--- config.mk ---
export PLATFORM = sky130hd
export DESIGN_NAME = dual_owner_lock
export DESIGN_NICKNAME = d
export VERILOG_FILES = /design/src/rtl/lock_pkg.sv /design/src/rtl/lock_ctrl.sv /design/src/rtl/lock_data.sv /design/src/rtl/dual_owner_lock.sv
export SDC_FILE = /design/constraint.sdc
export NUM_CORES = 1
export LEC_CHECK = 0
export BUFFER_PORTS_ARGS = -buffer_cell sky130_fd_sc_hd__buf_2
export CAP_MARGIN = 20
export CORE_AREA = 5 5 42 44
export DETAILED_ROUTE_END_ITERATION = 10
export DIE_AREA = 0 0 47 49
export GPL_ROUTABILITY_DRIVEN = 0
export PLACE_DENSITY = 0.47
export SKIP_CTS_REPAIR_TIMING = 1
export SLEW_MARGIN = 40
export SYNTH_ARGS = -nofsm -noshare
export SYNTH_HDL_FRONTEND = slang
export SYNTH_SLANG_ARGS = --single-unit
--- constraint.sdc ---
create_clock -name clk -period 1.4 [get_ports clk]
set_input_delay 0.28 -clock clk [delete_from_list [all_inputs] [get_ports clk]]
set_output_delay 0.28 -clock clk [all_outputs]
set_load 0.01 [all_outputs]
--- src/rtl/lock_pkg.sv ---
package lock_pkg;
  localparam int CODE_W = 2;
  typedef logic [CODE_W-1:0] lockCode_t;

  localparam lockCode_t CODE_FREE_LO = 2'b00;
  localparam lockCode_t CODE_FREE_HI = 2'b11;
  localparam lockCode_t CODE_MST     = 2'b10;
  localparam lockCode_t CODE_CTL     = 2'b01;

  typedef enum logic [1:0] {
    OWN_NONE = 2'd0,
    OWN_MST  = 2'd1,
    OWN_CTL  = 2'd2
  } owner_e;

  // strobes from control to datapath
  typedef struct packed {
    logic      loadEn;
    lockCode_t loadVal;
    logic      mstRej;
    logic      ctlRej;
  } lockCmd_t;

  function automatic logic isFree(lockCode_t c);
    return (c == CODE_FREE_LO) || (c == CODE_FREE_HI);
  endfunction
endpackage

--- src/rtl/lock_ctrl.sv ---
module lock_ctrl
  import lock_pkg::*;
(
  input  logic      clk,
  input  logic      rstN,
  input  logic      mstWrEn,
  input  lockCode_t mstWrData,
  input  logic      ctlWrEn,
  input  lockCode_t ctlWrData,
  input  lockCode_t curVal,
  output lockCmd_t  cmd
);
  logic curFree;
  logic mstClaim, mstRel, ctlClaim, ctlRel;
  logic mstOk, ctlOk;

  always_comb begin
    curFree  = isFree(curVal);
    mstClaim = mstWrEn && (mstWrData == CODE_MST);
    mstRel   = mstWrEn && isFree(mstWrData);
    ctlClaim = ctlWrEn && (ctlWrData == CODE_CTL);
    ctlRel   = ctlWrEn && isFree(ctlWrData);

    mstOk = (mstClaim && curFree) || (mstRel && (curFree || curVal == CODE_MST));
    ctlOk = (ctlClaim && curFree) || (ctlRel && (curFree || curVal == CODE_CTL));

    cmd.loadEn  = mstOk || ctlOk;
    cmd.loadVal = mstOk ? mstWrData : ctlWrData;
    cmd.mstRej  = mstClaim && !curFree;
    cmd.ctlRej  = ctlClaim && (!curFree || mstOk);
  end

  AST_MST_HOLD_KEPT: assert property (@(posedge clk) disable iff (!rstN)
    (curVal == CODE_MST && !mstWrEn) |=> curVal == CODE_MST);
  AST_CTL_HOLD_KEPT: assert property (@(posedge clk) disable iff (!rstN)
    (curVal == CODE_CTL && !ctlWrEn) |=> curVal == CODE_CTL);
  AST_TIE_MST_WINS: assert property (@(posedge clk) disable iff (!rstN)
    (isFree(curVal) && mstWrEn && mstWrData == CODE_MST && ctlWrEn && ctlWrData == CODE_CTL)
      |=> curVal == CODE_MST);
  AST_FOREIGN_CODE_IGNORED: assert property (@(posedge clk) disable iff (!rstN)
    (mstWrEn && mstWrData == CODE_CTL && !ctlWrEn) |=> $stable(curVal));
endmodule

--- src/rtl/lock_data.sv ---
module lock_data
  import lock_pkg::*;
(
  input  logic      clk,
  input  logic      rstN,
  input  lockCmd_t  cmd,
  output lockCode_t curVal,
  output owner_e    owner,
  output logic      mstReject,
  output logic      ctlReject
);
  always_ff @(posedge clk or negedge rstN) begin
    if (!rstN) begin
      curVal    <= CODE_FREE_LO;
      mstReject <= 1'b0;
      ctlReject <= 1'b0;
    end else begin
      if (cmd.loadEn) curVal <= cmd.loadVal;
      mstReject <= cmd.mstRej;
      ctlReject <= cmd.ctlRej;
    end
  end

  always_comb begin
    unique case (curVal)
      CODE_MST: owner = OWN_MST;
      CODE_CTL: owner = OWN_CTL;
      default:  owner = OWN_NONE;
    endcase
  end

  AST_IDLE_HOLDS: assert property (@(posedge clk) disable iff (!rstN)
    !cmd.loadEn |=> $stable(curVal));
  AST_NO_DIRECT_HANDOVER: assert property (@(posedge clk) disable iff (!rstN)
    (curVal == CODE_MST) |=> curVal != CODE_CTL);
endmodule

--- src/rtl/dual_owner_lock.sv ---
module dual_owner_lock
  import lock_pkg::*;
(
  input  logic       clk,
  input  logic       rstN,
  input  logic       mstWrEn,
  input  logic [1:0] mstWrData,
  input  logic       ctlWrEn,
  input  logic [1:0] ctlWrData,
  output logic [1:0] lockCode,
  output logic [1:0] owner,
  output logic       mstReject,
  output logic       ctlReject
);
  lockCmd_t  cmd;
  lockCode_t curVal;
  owner_e    ownerE;

  lock_ctrl uCtrl (
    .clk(clk), .rstN(rstN),
    .mstWrEn(mstWrEn), .mstWrData(mstWrData),
    .ctlWrEn(ctlWrEn), .ctlWrData(ctlWrData),
    .curVal(curVal), .cmd(cmd)
  );

  lock_data uData (
    .clk(clk), .rstN(rstN), .cmd(cmd),
    .curVal(curVal), .owner(ownerE),
    .mstReject(mstReject), .ctlReject(ctlReject)
  );

  assign lockCode = curVal;
  assign owner    = ownerE;
endmodule

# ---- Word level (Yosys, flattened, before mapping)
# Cells that the tools add are included.
dict set report totals {
  memories 0
  word_cells 35
  out_inout_bits 6
  register_bits 4
  inputBits 8
  romBits 0
  latchBits 0
  ram_bits 0
}
dict set report op_classes {
  bitwise_logic 0
  n_reduce_logical 23
  eq_ne 7
  n_addsub 0
  multipliers 0
  order_cmp 0
  n_shift 0
  n_div 0
  muxes 2
}
# op count
set op_table {}
lappend op_table {{2-bit == test, second input constant} 5}
lappend op_table {{1-bit logical AND} 10}
lappend op_table {{1-bit logical OR} 9}
lappend op_table {{2-bit zero test} 3}
lappend op_table {{2-bit by 1-bit == test with 1-bit output, second input constant} 2}
lappend op_table {{2-bit one-hot mux with 2 select lines} 1}
lappend op_table {{2-bit two-way mux} 1}
lappend op_table {{1-bit zero test} 1}

# ---- Logic depth before layout (Yosys ltp)
dict set report logic_depth {
  ltp_word 7
  ltp_mapped 6
  mapped_depth_nobuf 6
}

# ---- Modules after synthesis
# A second synthesis with hierarchy kept.
dict set report hier_totals {
  cells_unflattened 29
  hier_area_um2 297.8
}
# module instances area_per_inst_um2 cells_each seq_area_each_um2
set by_module_without_submodules {}
lappend by_module_without_submodules {lock_ctrl 1 162.7 21 0.0}
lappend by_module_without_submodules {lock_data 1 135.1 8 100.1}

# ---- Least setup slack after synthesis
# No wires, ideal clock.
dict set report synth_path {
  path_kind {register to register}
  from {register uData.curVal[0]}
  to {register uData.curVal[1]}
  n_path_buf 0
  arrival_ps 1402
  path_slack_ps -127
  setup_time_ps 125
  synth_period_minus_slack_ps 1527
  t_required_ps 1275
  stages_incl_launch_ff 7
  cell_sequence {dfrtp_1 -> inv_1 -> ha_1 -> and2_4 -> o21ai_2 -> mux2i_1 -> mux2_4}
}
dict set report synth_via {
  elab_chain_len 6
  word_cells_on_any_way 15
  cone_classes {eq/ne: 3; mux: 1; reduce/logical: 11}
}
# item line
set synth_rtl {}
lappend synth_rtl {{from (decl)} lock_data.sv:7} ;# output lockCode_t curVal,
lappend synth_rtl {{from (signal assigned)} lock_data.sv:18} ;# if (cmd.loadEn) curVal <= cmd.loadVal;
lappend synth_rtl {{2-bit == test / 2-bit zero test (equally long branches)} lock_pkg.sv:25} ;# return (c == CODE_FREE_LO) || (c == CODE_FREE_HI);
lappend synth_rtl {{1-bit logical OR} lock_pkg.sv:25}
lappend synth_rtl {{1-bit logical OR (on tied branches)} {lock_ctrl.sv:24, lock_ctrl.sv:25}}
lappend synth_rtl {{1-bit logical AND (on tied branches)} {lock_ctrl.sv:24, lock_ctrl.sv:25}}
lappend synth_rtl {{1-bit logical OR (on tied branches)} {lock_ctrl.sv:24, lock_ctrl.sv:25}}
lappend synth_rtl {{2-bit two-way mux / 1-bit logical OR (equally long branches)} {lock_ctrl.sv:28, lock_ctrl.sv:27}}
# Parallel ways exist; a longest one is shown, timed or not.
# A chain may end at the register's enable or synchronous reset.

# ---- Final worst setup path
# Same ends and word-level chain as after synthesis.

==> impl_metrics.yaml <==
status:
  status: "finished with violations"
  violations: "negative setup slack"
routing:
  vias: 248
  dr.first_iter.drc_count: 0
  ant_nets: 0
  vias_per_cell: 3.82
  firstDrtPassIters: 1
  drc_errors: 0
  wl_per_cell_um: 10.0
  wl_um: 652
die:
  core_area_um2: 1400
  start_util_pct: 19.1
  die-area_um2: 2300
  die_w_um: 47
  die_height_um: 49
  rows: 14
  boundaryPins: 14
layout:
  syn_to_final_growth_pct: 70.6
  fillCellCount: 165
  drive_gt1_share_pct: 59.2
  seqCellArea_um2: 100
  multi_input_area_um2: 175
  antenna_cells: 0
  final_cells: 65
  fin_util_pct: 32.6
  final_nets: 63
synthesis:
  syn-num-nets: 38
  postSynthCellCount: 26
  ys_ff_latch: 4
  ys.flop_type: "dfrtp_1"
  seq_area_frac_synth_pct: 37.4
  synth.area.top_cells: "dfrtp_1 (37%), ha_1 (19%), mux2i_1 (11%), inv_1 (7.0%), mux2_4 (5.6%)"
  synth_edf_count: 0
  yosys.area.top_type: "dfrtp_1"
  synth_most_common_cell: "inv_1"
  synth_top_area_share_pct: 37.4
  ys_top_cells_by_count: "inv_1 (5), dfrtp_1 (4), ha_1 (4)"
  ys_warn_count: 0
  synthArstFlopShare_pct: 100
  synthesis.area_um2: 268
  avgSynthCellArea_um2: 10.3
  synth_cell_types: 12
global_routing:
  use_met1_pct: 6.19
  grt_use_met3_pct: 1.48
  grt_pass1_wl_mm: 1.06
  use_met2_pct: 10.6
  grt_pass1_vias: 275
  busiest_layer: "met2"
  antenna_found_initial: 0
  grt_max_degree: 5
  grt_overflow: 0
  grt.total_usage_pct: 6.85
timing:
  tightest_slew_ps: 219
  fin_crit_sh_pct: 100
  finalHoldViolations: 0
  rsz0062_at_grt: "yes"
  setup_tns_ps: -5.49
  slew_violations: 0
  period_needed_ps: 1410
  final.setup_skew_ps: 0.542
  setup_ws_ps: -5.49
  max-slew-margin-rel_pct: 85.4
  setup_viol: 1
  max_freq_mhz: 711
clocking:
  clockRootBuffer: "clkbuf_4"
  clkTransAtPathRegs_ps: 40
  numCtsBuffers: 3
  cts_num_sinks: 4
  insertion_delay_ps: 230
  ctsLongestPathBuffers: 2
  h-tree-depth: 1
  cts_tree: "yes"
place:
  post-place-ws_ps: -82.4
  numPortBuffers: 13
  placed_cells: 60
power_and_ir_drop:
  ir_drop_mv: 0.639
  power_density_nw_per_um2: 1860
  p_leak_uw: 0.000266
worst_hold_path:
  hold_class: "in2reg"
worst_setup_path:
  cp.arrival_ps: 1520
  critPathCaptureType: "flop"
  critical_path_class: "reg2reg"
  startpoint_type: "flop"
  required_ps: 1510
  critical_path.max_fanout: 3
job:
  drv_cap: 0
final timing paths:
kind	startpoint	endpoint	slack (ps)	cells past startpoint
max	uData.curVal[0]	uData.curVal[1]	-5	6
min	mstWrData[1]	uData.curVal[1]	300	2
max in group asynchronous	rstN	uData.mstReject	910	2
min reg2reg	uData.curVal[0]	uData.curVal[0]	720	3
max reg2reg	uData.curVal[0]	uData.curVal[1]	-5	6
min in group asynchronous	rstN	uData.curVal[0]	380	2
stage by stage:
| stage | cell area, µm² | hold slack (ps) | total power (µW) |
|---|---|---|---|
| floorplan | 288 | -15.6 | 476 |
| global placement | 410 | 85.8 | 685 |
| detailed placement | 410 | 85.4 | 679 |
| CTS | 433 | -167 | 835 |
| global route | 457 | 296 | 936 |
| finish | 457 | 298 | 850 |
routing by layer:
layer | up-vias | routed length [µm]
met5 | - | 0
met4 | 0 | 0
met3 | 0 | 19
met2 | 4 | 408
met1 | 114 | 224
li1 | 130 | -
registers in the layout (all words and copies together), names as in the netlist:
signal	count
uData.mstReject	1
uData.ctlReject	1
uData.curVal	2
logic make-up after synthesis:
logic type / synth area share, %
AOI/OAI and AO/OA: 7.01
muxes: 16.8
DFF: 37.4
adders and majority gates: 18.7
buffers and inverters: 7.01
and+or+nand+nor: 13.1
worst max-delay path, stage by stage (launching register included):
cell and delay, ps:
dfrtp_1 380, inv_2 70, ha_4 200, and2_4 140, o21ai_4 140, mux2i_1 100
mux2_4 250
where the power goes:
| group | internal [µW] | total (µW) | switching [µW] |
|---|---|---|---|
| Sequential | 154 | 185 | 30.1 |
| Combinational | 292 | 524 | 233 |
| Clock | 95.8 | 141 | 45.3 |
| Total | 542 | 850 | 308 |
cells in the final DEF (no fill, tap or decap), types with 2 or more instances in the layout:
cell,instances
clkbuf_4,3
mux2i_1,3
buf_4,6
ha_1,2
buf_2,13
nand2_1,3
dfrtp_1,4
inv_1,4
layout make-up:
type                    count  area share, %
repair buffers             20           26.3
flip-flops and latches      4           21.9
clock buffers               3           4.93
well taps                  16           4.38
inverters                   5           4.11
multi-input cells          17           38.4
No activity file was read; power rests on OpenSTA's default activity.
